===== src/rtl/enc_rom_pkg.sv =====
package enc_rom_pkg;

  // How values are coded in the stored image
  typedef enum logic [1:0] {
    VC_TWOS    = 2'd0,
    VC_SIGNMAG = 2'd1,
    VC_DELTA   = 2'd2
  } value_code_e;

endpackage


===== src/rtl/enc_rom_image.sv =====
module enc_rom_image
  import enc_rom_pkg::*;
#(
  parameter int          DATA_W       = 8,
  parameter int          DEPTH        = 32,
  parameter int          BASE_STRIDE  = 8,
  parameter bit          INVERT_ARRAY = 1'b0,
  parameter value_code_e VALUE_CODE   = VC_DELTA,
  localparam int         ADDR_W       = $clog2(DEPTH)
) (
  input  logic [ADDR_W-1:0] rom_addr,
  output logic [DATA_W:0]   rom_word
);

  // Original content of each location
  function automatic logic [DATA_W-1:0] plain_word(int a);
    int t;
    if (a % 7 == 5) return '0;
    t = (a * 37 + 11) % (2 ** DATA_W);
    if (t == 2 ** (DATA_W - 1)) t = 0;
    return DATA_W'(t);
  endfunction

  // Stored form: value code, then row flag, then optional array inversion
  function automatic logic [DATA_W:0] encode_word(int a);
    logic [DATA_W-1:0] v;
    logic [DATA_W-1:0] mag;
    logic [DATA_W-1:0] p;
    logic              flag;
    logic [DATA_W:0]   w;
    v = plain_word(a);
    case (VALUE_CODE)
      VC_SIGNMAG: begin
        mag = ~v + 1'b1;
        if (v[DATA_W-1])
          p = {1'b1, mag[DATA_W-2:0]};
        else if (v == '0 && (a % 2 == 1))
          p = {1'b1, {(DATA_W-1){1'b0}}};
        else
          p = v;
      end
      VC_DELTA: begin
        if (a % BASE_STRIDE == 0) p = v;
        else                      p = v - plain_word(a - 1);
      end
      default: p = v;
    endcase
    flag = ($countones(p) > DATA_W / 2);
    if (flag) p = ~p;
    w = {flag, p};
    if (INVERT_ARRAY) w = ~w;
    return w;
  endfunction

  logic [DATA_W:0] image [DEPTH];

  for (genvar a = 0; a < DEPTH; a++) begin : g_row
    assign image[a] = encode_word(a);
  end

  assign rom_word = image[rom_addr];

endmodule


===== src/rtl/enc_rom_unpack.sv =====
module enc_rom_unpack #(
  parameter int DATA_W       = 8,
  parameter bit INVERT_ARRAY = 1'b0,
  parameter bit SIGN_MAG     = 1'b0
) (
  input  logic [DATA_W:0]   raw_word,
  output logic [DATA_W-1:0] value
);

  logic [DATA_W:0]   uninv;
  logic [DATA_W-1:0] payload;

  // Step 1: whole-array inversion
  if (INVERT_ARRAY) begin : g_inv
    assign uninv = ~raw_word;
  end else begin : g_noinv
    assign uninv = raw_word;
  end

  // Step 2: per-row inversion under the flag bit
  assign payload = uninv[DATA_W-1:0] ^ {DATA_W{uninv[DATA_W]}};

  // Step 3: sign-magnitude to two's complement
  if (SIGN_MAG) begin : g_sm
    logic [DATA_W-1:0] mag;
    assign mag   = {1'b0, payload[DATA_W-2:0]};
    assign value = payload[DATA_W-1] ? (~mag + 1'b1) : mag;
  end else begin : g_tc
    assign value = payload;
  end

endmodule


===== src/rtl/enc_rom_ctrl.sv =====
module enc_rom_ctrl #(
  parameter int DATA_W   = 8,
  parameter int ADDR_W   = 5,
  parameter int STRIDE_W = 3,
  parameter bit IS_DELTA = 1'b1
) (
  input  logic              clk,
  input  logic              rst,
  input  logic              rd_en,
  input  logic [ADDR_W-1:0] rd_addr,
  input  logic              restart,
  input  logic [DATA_W-1:0] word_val,
  output logic [ADDR_W-1:0] rom_addr,
  output logic [DATA_W-1:0] rd_data,
  output logic              rd_valid,
  output logic              busy
);

  logic [ADDR_W-1:0] last_addr, ptr, target, base_addr;
  logic              last_ok, walking;
  logic [DATA_W-1:0] acc, sum, data_q;
  logic              valid_q;
  logic              accept, fresh, hit_same, hit_next, at_base, start_walk;

  assign accept     = rd_en & ~walking;
  assign fresh      = last_ok & ~restart;
  assign hit_same   = fresh & (rd_addr == last_addr);
  assign hit_next   = fresh & (rd_addr == last_addr + 1'b1);
  assign at_base    = (rd_addr[STRIDE_W-1:0] == '0);
  assign base_addr  = {rd_addr[ADDR_W-1:STRIDE_W], {STRIDE_W{1'b0}}};
  assign start_walk = IS_DELTA & accept & ~hit_same & ~at_base & ~hit_next;
  assign sum        = acc + word_val;

  always_comb begin
    if (walking)         rom_addr = ptr;
    else if (start_walk) rom_addr = base_addr;
    else                 rom_addr = rd_addr;
  end

  always_ff @(posedge clk) begin
    if (rst) begin
      last_addr <= '0;
      last_ok   <= 1'b0;
      walking   <= 1'b0;
      ptr       <= '0;
      target    <= '0;
      acc       <= '0;
      data_q    <= '0;
      valid_q   <= 1'b0;
    end else begin
      valid_q <= 1'b0;
      if (restart && !walking) last_ok <= 1'b0;
      if (walking) begin
        acc <= sum;
        if (ptr == target) begin
          walking <= 1'b0;
          data_q  <= sum;
          valid_q <= 1'b1;
        end else begin
          ptr <= ptr + 1'b1;
        end
      end else if (accept) begin
        if (hit_same) begin
          valid_q <= 1'b1;
        end else begin
          last_addr <= rd_addr;
          last_ok   <= 1'b1;
          if (!IS_DELTA) begin
            data_q  <= word_val;
            valid_q <= 1'b1;
          end else if (start_walk) begin
            acc     <= word_val;
            ptr     <= base_addr + 1'b1;
            target  <= rd_addr;
            walking <= 1'b1;
          end else if (at_base) begin
            acc     <= word_val;
            data_q  <= word_val;
            valid_q <= 1'b1;
          end else begin
            acc     <= sum;
            data_q  <= sum;
            valid_q <= 1'b1;
          end
        end
      end
    end
  end

  assign rd_data  = data_q;
  assign rd_valid = valid_q;
  assign busy     = walking;

endmodule


===== src/rtl/enc_rom_rdpath.sv =====
module enc_rom_rdpath
  import enc_rom_pkg::*;
#(
  parameter int          DATA_W       = 8,
  parameter int          DEPTH        = 32,
  parameter int          BASE_STRIDE  = 8,
  parameter bit          INVERT_ARRAY = 1'b0,
  parameter value_code_e VALUE_CODE   = VC_DELTA,
  localparam int         ADDR_W       = $clog2(DEPTH)
) (
  input  logic              clk,
  input  logic              rst,
  input  logic              rd_en,
  input  logic [ADDR_W-1:0] rd_addr,
  input  logic              restart,
  output logic [DATA_W-1:0] rd_data,
  output logic              rd_valid,
  output logic              busy
);

  localparam int STRIDE_W = $clog2(BASE_STRIDE);
  localparam bit IS_DELTA = (VALUE_CODE == VC_DELTA);
  localparam bit SIGN_MAG = (VALUE_CODE == VC_SIGNMAG);

  logic [ADDR_W-1:0] rom_addr;
  logic [DATA_W:0]   rom_word;
  logic [DATA_W-1:0] word_val;

  enc_rom_image #(
    .DATA_W(DATA_W), .DEPTH(DEPTH), .BASE_STRIDE(BASE_STRIDE),
    .INVERT_ARRAY(INVERT_ARRAY), .VALUE_CODE(VALUE_CODE)
  ) u_image (
    .rom_addr(rom_addr),
    .rom_word(rom_word)
  );

  enc_rom_unpack #(
    .DATA_W(DATA_W), .INVERT_ARRAY(INVERT_ARRAY), .SIGN_MAG(SIGN_MAG)
  ) u_unpack (
    .raw_word(rom_word),
    .value(word_val)
  );

  enc_rom_ctrl #(
    .DATA_W(DATA_W), .ADDR_W(ADDR_W), .STRIDE_W(STRIDE_W), .IS_DELTA(IS_DELTA)
  ) u_ctrl (
    .clk(clk), .rst(rst), .rd_en(rd_en), .rd_addr(rd_addr), .restart(restart),
    .word_val(word_val), .rom_addr(rom_addr),
    .rd_data(rd_data), .rd_valid(rd_valid), .busy(busy)
  );

endmodule


===== config.mk =====
export PLATFORM = sky130hd
export DESIGN_NAME = enc_rom_rdpath
export DESIGN_NICKNAME = d
export VERILOG_FILES = /design/src/rtl/enc_rom_pkg.sv /design/src/rtl/enc_rom_image.sv /design/src/rtl/enc_rom_unpack.sv /design/src/rtl/enc_rom_ctrl.sv /design/src/rtl/enc_rom_rdpath.sv
export SDC_FILE = /design/constraint.sdc
export NUM_CORES = 1
export LEC_CHECK = 0
export BUFFER_PORTS_ARGS = -buffer_cell sky130_fd_sc_hd__buf_2
export CORE_MARGIN = 2
export CORE_UTILIZATION = 65
export CTS_CLUSTER_DIAMETER = 150
export DETAILED_ROUTE_END_ITERATION = 10
export MAX_ROUTING_LAYER = met4
export PLACE_DENSITY = 0.85
export SYNTH_ARGS = -nofsm -noshare
export SYNTH_HDL_FRONTEND = slang
export SYNTH_HIERARCHICAL = 1
export SYNTH_SLANG_ARGS = --single-unit
export TNS_END_PERCENT = 1

===== constraint.sdc =====
create_clock -name clk -period 10.7 [get_ports clk]
set_input_delay 1.07 -clock clk [delete_from_list [all_inputs] [get_ports clk]]
set_output_delay 1.07 -clock clk [all_outputs]
set_load 0.1 [all_outputs]

==> metrics, run 1 <==
status completed; Synth async-reset ratio 0; Slew HR 0.2502; Worst R2R Start u_ctrl/busy$_SDFF_PP0_; clk sink count 34; Routed Wire Length around 6000 um; post-CTS setup buffers 0; Mapped Area 2644 um2; layout cells sized above 1 0.1317; first-pass GRT wire length 9653 um; Switching Fraction 0.4564; initial core utilization 0.6706; CP max FO 19; Crit Path Category input port to flip-flop; NetSw 0.2780 mW; CTS Hold Bufs 0; Worst setup SP type input port; R2R depth 23; Syn Area/Cell 8.135 um2; RSZ-0062 raised after global routing false; Core Footprint 3943 um2; Seq cells post-synth 34; net count after synthesis 351; Pre-Repair DR Iteration Count 5; drt drc 0; clock power share 0.205; final hold slack 471.8 ps; Vias/cell 6.245; Reg power frac 0.267; vias in the first global route 2065; register area share after synthesis 0.2575; Filler cells 319; worst r2r dst u_ctrl/rd_data[6]$_SDFFE_PP0P_; CP startpoint rd_addr[2]; DRT antenna net count 0; Global Route Usage Sum 0.2863; area delta synth->final 6.010%; initial detailed-routing violation count between 200 and 300; leading cell type in the layout, fill and taps excluded nand2_1; CP endpoint u_ctrl/rd_data[6]$_SDFFE_PP0P_; Leak 1.150 nW; initial antenna violation count 0; worst hold path class flip-flop to flip-flop; Vias 2398; register clock-pin slew on the reported worst setup and hold paths 80 ps; clk root buf clkbuf_8; HPWL after DPL 4343 um; Placed Cells 377; CTS tree done; r2r setup slk roughly 4800 ps; Setup WS pre-CTS 4274 ps; Worst Slack Setup Final 4547 ps; final-stage net count 360; Post-Syn Instances 325; Final Hold Fails 0; fmax 162.5 MHz; Tightest Pin Transition ~1100 ps; largest net degree at the start of global routing 36; Syn. warnings 6; number of port buffers 18; Post-synth EDFFs 0; Final period util 0.5750; clock buffer count from CTS 5; Worst Skew 15.01 ps; Final Critical Period 6153 ps; die area around 4600 um2; Req. time, crit path 10920 ps; final core occ 0.7109; number of max-slew violations in the final report 0; Finished Layout Cells 384; internal power 0.3312 mW; maximum vdd drop 0.1048 mV; Logic pwr share 0.529; Power Density 217.3 nW/um2; routability cong. between 0.9 and 1; clk_lat worst skew 290 ps; Yosys cell types 62; final setup vio count 0; CTS max path bufs 2; Setup TNS Final 0 ps; most frequent cells in the layout nand2_1, dfxtp_1, nor2_1, a21oi_1, buf_2; cts repair resizes 0; Die Y 67.78 um; antenna cell count 0; MaxCap Viol Count 0; wire per inst roughly 16 um; Ports 19; Die W ~68 um; critical path arrival about 6400 ps; FP Rows 23; GRT overflow 0; crit end category flip-flop; top_reg_cell synth dfxtp_1; H-tree Lvls 2
synthesized netlist by cell type (all sizes together) (2+ instances only):
cell / n / area, um2
nand3b: 4 / 30.03
dfxtp: 34 / 680.7
or2b: 2 / 15.01
a32oi: 2 / 17.52
xor2: 17 / 148.9
nor2: 33 / 138.9
nor4: 2 / 12.51
nor3: 9 / 45.04
nand2b: 9 / 56.30
clkbuf: 5 / 18.77
nand3: 18 / 95.09
nor2b: 7 / 51.30
a21oi: 24 / 131.4
o31a: 2 / 17.52
o22ai: 4 / 25.02
a2111oi: 2 / 17.52
a211oi: 10 / 85.08
o21a: 2 / 15.01
buf: 12 / 95.08
inv: 9 / 33.78
nand2: 35 / 131.4
mux2i: 8 / 80.08
mux2: 4 / 48.79
a22oi: 4 / 30.03
a31oi: 2 / 27.53
or3: 3 / 18.77
xnor2: 11 / 96.34
o21bai: 2 / 15.01
o21ai: 12 / 60.06
ha: 16 / 200.2
state kept, by name, indices dropped and copies added (netlist names):
register	flops
u_ctrl/target	5
u_ctrl/acc	8
u_ctrl/busy	1
u_ctrl/last_ok	1
u_ctrl/last_addr	5
u_ctrl/rd_data	8
u_ctrl/rd_valid	1
u_ctrl/ptr	5
cells by family after synthesis:
family,count (synthesis),synth area share
flops,34,0.2575
simple gates,128,0.2475
compound gates,79,0.2130
xor+xnor,28,0.09276
mux,12,0.04874
fa+ha+maj,17,0.08329
buf+inv,27,0.05726
final cells by class:
cell class                      count  area, um2  share of cell area
Clock inverter                      1      30.03             0.01071
Timing Repair Buffer               19      97.59             0.03482
Sequential cell                    34      680.7              0.2429
Multi-Input combinational cell    264       1812              0.6464
Tap cell                           50      62.56             0.02232
Inverter                           10      37.54             0.01339
Clock buffer                        6      82.58             0.02946
layer usage:
metal	GRT usage	part of all wire	vias up
met1	0.3680	0.46	1124
li1	-	-	1167
met5	-	0	-
met3	0.05667	0.054	10
met2	0.4485	0.47	97
met4	0.09750	0.014	0
critical path: stages:
cell and delay, ps:
buf_2 170, o21ba_1 170, a221oi_1 300, o211ai_2 220, nand3_2 350, nand2_1 100
o21ai_0 510, inv_1 210, ha_1 340, nor2_2 50, a211o_1 280, a32o_1 390
xor2_1 320, ha_1 210, inv_1 50, fa_1 400, nand2b_1 160, a21oi_1 220
a21o_1 170, a21oi_1 70, xnor2_1 230, mux2i_1 140, a211oi_2 240
worst min-delay path by stage:
| stage | startpoint | to | slack (ps) | depth (start not counted) |
|---|---|---|---|---|
| 2_1_floorplan | u_ctrl/last_addr[4]$_SDFFE_PP0P_ | u_ctrl/last_addr[4]$_SDFFE_PP0P_ | 450 | 2 |
| 3_3_place_gp | u_ctrl/last_addr[4]$_SDFFE_PP0P_ | u_ctrl/last_addr[4]$_SDFFE_PP0P_ | 460 | 2 |
| 3_5_place_dp | u_ctrl/last_addr[4]$_SDFFE_PP0P_ | u_ctrl/last_addr[4]$_SDFFE_PP0P_ | 460 | 2 |
| 4_1_cts | u_ctrl/last_addr[4]$_SDFFE_PP0P_ | u_ctrl/last_addr[4]$_SDFFE_PP0P_ | 470 | 2 |
| 5_1_grt | u_ctrl/last_addr[4]$_SDFFE_PP0P_ | u_ctrl/last_addr[4]$_SDFFE_PP0P_ | 500 | 2 |
| 6_report | u_ctrl/last_addr[4]$_SDFFE_PP0P_ | u_ctrl/last_addr[4]$_SDFFE_PP0P_ | 470 | 2 |
power by group through the flow:
stage	clock [mW]	combinational [mW]	sequential (mW)
finish	0.125	0.322	0.162
detailed placement	0	0.313	0.165
CTS	0.124	0.317	0.162
floorplan	0	0.209	0.218
global route	0.129	0.349	0.165
global placement	0	0.306	0.164
stage by stage:
step,area [um2],total power [mW]
floorplan,2644,0.4273
global route,2803,0.6433
global placement,2690,0.4696
finish,2803,0.6092
CTS,2803,0.6032
detailed placement,2690,0.4779
(Power assumes the default switching activity.)
==> inputs of run 2 (changes only) <==
--- a/config.mk
+++ b/config.mk
@@ -5,13 +5,14 @@
 export SDC_FILE = /design/constraint.sdc
 export NUM_CORES = 1
 export LEC_CHECK = 0
+export ABC_AREA = 1
 export BUFFER_PORTS_ARGS = -buffer_cell sky130_fd_sc_hd__buf_2
 export CORE_MARGIN = 2
-export CORE_UTILIZATION = 65
+export CORE_UTILIZATION = 56
 export CTS_CLUSTER_DIAMETER = 150
 export DETAILED_ROUTE_END_ITERATION = 10
 export MAX_ROUTING_LAYER = met4
-export PLACE_DENSITY = 0.85
+export PLACE_DENSITY = 0.77
 export SYNTH_ARGS = -nofsm -noshare
 export SYNTH_HDL_FRONTEND = slang
 export SYNTH_HIERARCHICAL = 1
==> constraint.sdc (replaced) <==
create_clock -name clk -period 5.27 [get_ports clk]
set_input_delay 0.527 -clock clk [delete_from_list [all_inputs] [get_ports clk]]
set_output_delay 0.527 -clock clk [all_outputs]
set_load 0.1 [all_outputs]
==> metrics, run 2 <==
Die W 77.63 um; most frequent cells in the layout nand2_1, inv_1, nor2_1, nand3_1, dfxtp_1; clk sink count 34; RSZ-0062 raised after global routing false; net count after synthesis 554; Req. time, crit path 5440 ps; final-stage net count 572; number of max-slew violations in the final report 0; number of port buffers 18; Register Area 680.7 um2; layout cells sized above 1 0.1152; crit end category flip-flop; top cell type's share of synthesized area 0.2242; Synth async-reset ratio 0; drt drc 0; Post-Syn Instances 528; slowest cell on the critical path fa_1; clock buffer count from CTS 5; routability cong. 0.9013; design area 3269 um2; DRT antenna net count 0; worst hold path class flip-flop to flip-flop; HPWL after DPL 5906 um; Post-synth EDFFs 0; Post-synth top cells nand2_1, inv_1, nor2_1; Filler cells 508; Crit Path Category flip-flop to flip-flop; Worst setup SP type flip-flop; Pre-Repair DR Iteration Count 5; Yosys cell types 31; Vias/cell 5.267; die area 6026 um2; area delta synth->final 7.708%; Vias 3250; first-pass GRT wire length 13210 um; Worst Skew 9.269 ps; Final Critical Period 4762 ps; CTS max path bufs 2; CTS tree done; Slew HR 0.4891; largest net degree at the start of global routing 26; area of the multi-input gates 1907 um2; initial detailed-routing violation count 280; Core Footprint about 5200 um2; GRT overflow 0; ranking of synthesized cells by area dfxtp_1, nand2_1, inv_1; Final period util 0.9035; fmax 210.0 MHz; Global Route Usage Sum 0.2774; Setup WS pre-CTS 363.6 ps; H-tree Lvls 2; Routed Wire Length ~7800 um; cts repair resizes 0; Leak between 1.5 and 2 nW; leading area contributor after synthesis dfxtp_1; final setup vio count 0; Setup TNS Final 0 ps; vias in the first global route 2908; initial core utilization 0.5868; Final Hold Fails 0; MaxCap Viol Count 0; register clock-pin slew on the reported worst setup and hold paths 70 ps; clk_lat worst skew 290 ps; CP max FO 9; Power Density 400.4 nW/um2; maximum vdd drop roughly 0.20 mV; overall power 1.309 mW; critical path arrival 4940 ps; wire per inst 12.68 um; CTS Hold Bufs 0; CP peak stage delay around 400 ps; initial antenna violation count 0; Worst Slack Setup Final between 500 and 600 ps; Syn. warnings 6; leading cell type in the layout, fill and taps excluded nand2_1; register area share after synthesis 0.2242; post-CTS setup buffers 0; top_reg_cell synth dfxtp_1; Die Y 77.63 um; status completed; Hold Crit Depth 2; clk root buf clkbuf_8; count leader, synth nand2_1; FP Rows 26; dpl cell area 3174 um2; Mapped Area between 3000 and 4000 um2; antenna cell count 0; Ports 19; Tightest Pin Transition 765.4 ps; Seq cells post-synth 34; Syn Area/Cell 5.749 um2; CP most frequent cell nand2_1; R2R depth 35
==> run 2: changes by cell type in the layout (fill, tap and decap cells not counted), sizes merged, moves of 5 or more <==
cell	previous run	this run
a211oi	10	0
buf	19	25
inv	9	93
mux2i	8	0
nand2	35	181
nand2b	9	0
nand3	18	45
nand4	0	5
nor2	33	48
nor2b	7	0
o21ai	12	35
or2	0	6
xnor2	11	0
xor2	17	4
==> run 2: critical path, delay by kind of cell (launching register included) <==
| family | cells | cell delay, ps |
|---|---|---|
| simple gates | 22 | 1990 |
| fa+ha+maj | 4 | 1140 |
| buf+inv | 8 | 810 |
| flops | 1 | 390 |
| compound gates | 1 | 300 |
==> run 2: final cells by class <==
type	count	area share
repair buffers	25	0.04363
multi-input cells	385	0.5832
well taps	70	0.02679
clock inverters	2	0.003827
clock buffers	6	0.02526
inverters	95	0.1091
flip-flops and latches	34	0.2082
==> run 2: path summary, 6_finish.rpt <==
| kind | slack (ps) | to | from |
|---|---|---|---|
| max | 510 | u_ctrl/rd_data[4]$_SDFFE_PP0P_ | u_ctrl/last_addr[0]$_SDFFE_PP0P_ |
| min | 490 | u_ctrl/last_addr[4]$_SDFFE_PP0P_ | u_ctrl/last_addr[4]$_SDFFE_PP0P_ |
| max reg2reg | 510 | u_ctrl/rd_data[4]$_SDFFE_PP0P_ | u_ctrl/last_addr[0]$_SDFFE_PP0P_ |
| min reg2reg | 490 | u_ctrl/last_addr[4]$_SDFFE_PP0P_ | u_ctrl/last_addr[4]$_SDFFE_PP0P_ |
==> run 2: layer usage <==
layer  track usage  vias to the layer above  share of wire
met2        0.4672                      115           0.47
met4       0.08750                        0          0.020
li1              -                     1672              -
met5             -                        -              0
met3       0.04535                       19          0.053
met1        0.3391                     1444           0.46
==> run 2: kinds of logic (layout without fill, tap and decap cells) <==
logic type	after synthesis	after routing	share of synthesized area
and+or+nand+nor	296	296	0.4254
buffers and inverters	109	128	0.1476
AOI/OAI and AO/OA	68	68	0.1187
DFF	34	34	0.2242
adders and majority gates	17	17	0.07255
xor gates and xnor gates	4	4	0.01154
==> run 2: metrics by stage <==
stage	hold slack [ps]	utilization	cells
2_1_floorplan	443.7	-	528
3_3_place_gp	469.8	0.6137	609
3_5_place_dp	474.7	0.6137	609
4_1_cts	485.1	0.6321	617
5_1_grt	508.2	0.6321	617
6_report	491.9	0.6321	617
==> run 2: report_power, final <==
group	switching (mW)	leakage, nW	internal [mW]
registers	0.0315	0.282	0.301
clock network	0.102	0.0472	0.105
logic	0.536	1.51	0.233
==> inputs of run 3 (changes only) <==
--- a/config.mk
+++ b/config.mk
@@ -6,7 +6,7 @@
 export NUM_CORES = 1
 export LEC_CHECK = 0
 export ABC_AREA = 1
-export BUFFER_PORTS_ARGS = -buffer_cell sky130_fd_sc_hd__buf_2
+export BUFFER_PORTS_ARGS = -buffer_cell sky130_fd_sc_hd__buf_4
 export CORE_MARGIN = 2
 export CORE_UTILIZATION = 56
 export CTS_CLUSTER_DIAMETER = 150
==> metrics, run 3 (synthesized netlist as in run 2, its figures left out) <==
status completed; Slew HR 0.4760; CTS Hold Bufs 0; Core Footprint about 5200 um2; Leak 1.849 nW; Crit Path Category flip-flop to flip-flop; slowest cell on the critical path fa_1; Global Route Usage Sum 0.2791; maximum vdd drop approximately 0.20 mV; Vias/cell roughly 5.2; Die W 77.63 um; CP bufs+invs 7; first-pass GRT wire length around 13000 um; final-stage net count around 570; number of port buffers 18; Die Y around 78 um; post-CTS setup buffers 0; FP Rows 26; final hold slack 474.4 ps; Worst Skew around 7.4 ps; die area 6026 um2; MaxCap Viol Count 0; register clock-pin slew on the reported worst setup and hold paths 70 ps; Final period util 0.9001; Power Density 396.0 nW/um2; clk sink count 34; vias in the first global route 2985; layout cells sized above 1 0.1136; Routed Wire Length 7662 um; Ports 19; clock buffer count from CTS 5; CP most frequent cell nand2_1; crit end category flip-flop; antenna cell count 0; Req. time, crit path 5440 ps; leading cell type in the layout, fill and taps excluded nand2_1; CP delay by family, top simple AND/OR/NAND/NOR gates; clk root buf clkbuf_8; Pre-Repair DR Iteration Count 5; CP peak stage delay 400 ps; initial detailed-routing violation count 276; wire per inst 12.44 um; Tightest Pin Transition approximately 790 ps; final core occ 0.6401; initial antenna violation count 0; routability cong. 0.9261; CP max FO 9; largest net degree at the start of global routing 26; CTS max path bufs 2; most frequent cells in the layout nand2_1, inv_1, nor2_1, nand3_1, dfxtp_1; initial core utilization 0.5868; DRT antenna net count 0; Final Hold Fails 0; Vias 3226; H-tree Lvls 2; HPWL after DPL 5704 um; area delta synth->final 9.069%; critical path arrival 4910 ps; worst hold path class flip-flop to flip-flop; clk_lat worst skew 290 ps; Final Critical Period 4743 ps; CTS tree done; GRT overflow 0; fmax 210.8 MHz; Worst setup SP type flip-flop; final setup vio count 0; cts repair resizes 0; number of max-slew violations in the final report 0; drt drc 0
-- run 3: cell types whose count changed in the layout (fill, tap and decap cells not counted) --
cell        previous run  this run
nor2_1                43        42
clkinvlp_4             1         0
clkbuf_1               0         1
nor2_4                 2         3
buf_2                 18         0
buf_4                  7        24
-- run 3: report_power, final --
| part | leakage, nW | switching, mW | internal, mW | total [mW] |
|---|---|---|---|---|
| clock | 0.0482 | 0.101 | 0.106 | 0.207 |
| sequential | 0.282 | 0.0322 | 0.301 | 0.333 |
| combinational | 1.52 | 0.529 | 0.242 | 0.771 |
| total | 1.85 | 0.662 | 0.649 | 1.31 |
-- run 3: final cells by class --
type | instances | area, um2
multi-input cells | 385 | 1914
flip-flops and latches | 34 | 680.7
fillers | 504 | 1862
repair buffers | 24 | 180.2
inverters | 95 | 356.6
well taps | 70 | 87.58
clock buffers | 7 | 86.33
clock inverters | 1 | 5.005
-- run 3: worst reg2reg max path: cells and delay by family (launching register included) --
| kind | cells | cell delay (ps) |
|---|---|---|
| buf+inv | 7 | 620 |
| flops | 1 | 350 |
| fa+ha+maj | 4 | 1150 |
| simple gates | 20 | 2000 |
| compound gates | 2 | 520 |
-- run 3: worst paths after layout --
check	from	to	slack, ps	cells past startpoint
max reg2reg	u_ctrl/last_addr[1]$_SDFFE_PP0P_	u_ctrl/rd_data[4]$_SDFFE_PP0P_	530	33
min	u_ctrl/last_addr[4]$_SDFFE_PP0P_	u_ctrl/last_addr[4]$_SDFFE_PP0P_	470	2
max	u_ctrl/last_addr[1]$_SDFFE_PP0P_	u_ctrl/rd_data[4]$_SDFFE_PP0P_	530	33
min reg2reg	u_ctrl/last_addr[4]$_SDFFE_PP0P_	u_ctrl/last_addr[4]$_SDFFE_PP0P_	470	2
-- run 3: layer usage --
layer  vias to the layer above  global-route usage  wire length (um)  share of wire
li1                       1679                   -                 -              -
met5                         -                   -                 0              0
met1                      1423              0.3331              3535           0.46
met2                       100              0.4569              3544           0.46
met3                        24             0.06163               400          0.052
met4                         0              0.1107               181          0.024
-- run 3: metrics by stage --
step,total power [mW],cell area (um2),setup TNS [ps],worst slack [ps],std cells
2_1_floorplan,0.9436,3035,0,704.6,528
3_3_place_gp,1.082,3212,0,324.3,608
3_5_place_dp,1.094,3212,0,129.9,608
4_1_cts,1.304,3303,0,373.4,616
5_1_grt,1.435,3311,-14.50,-14.50,616
6_report,1.311,3311,0,526.6,616
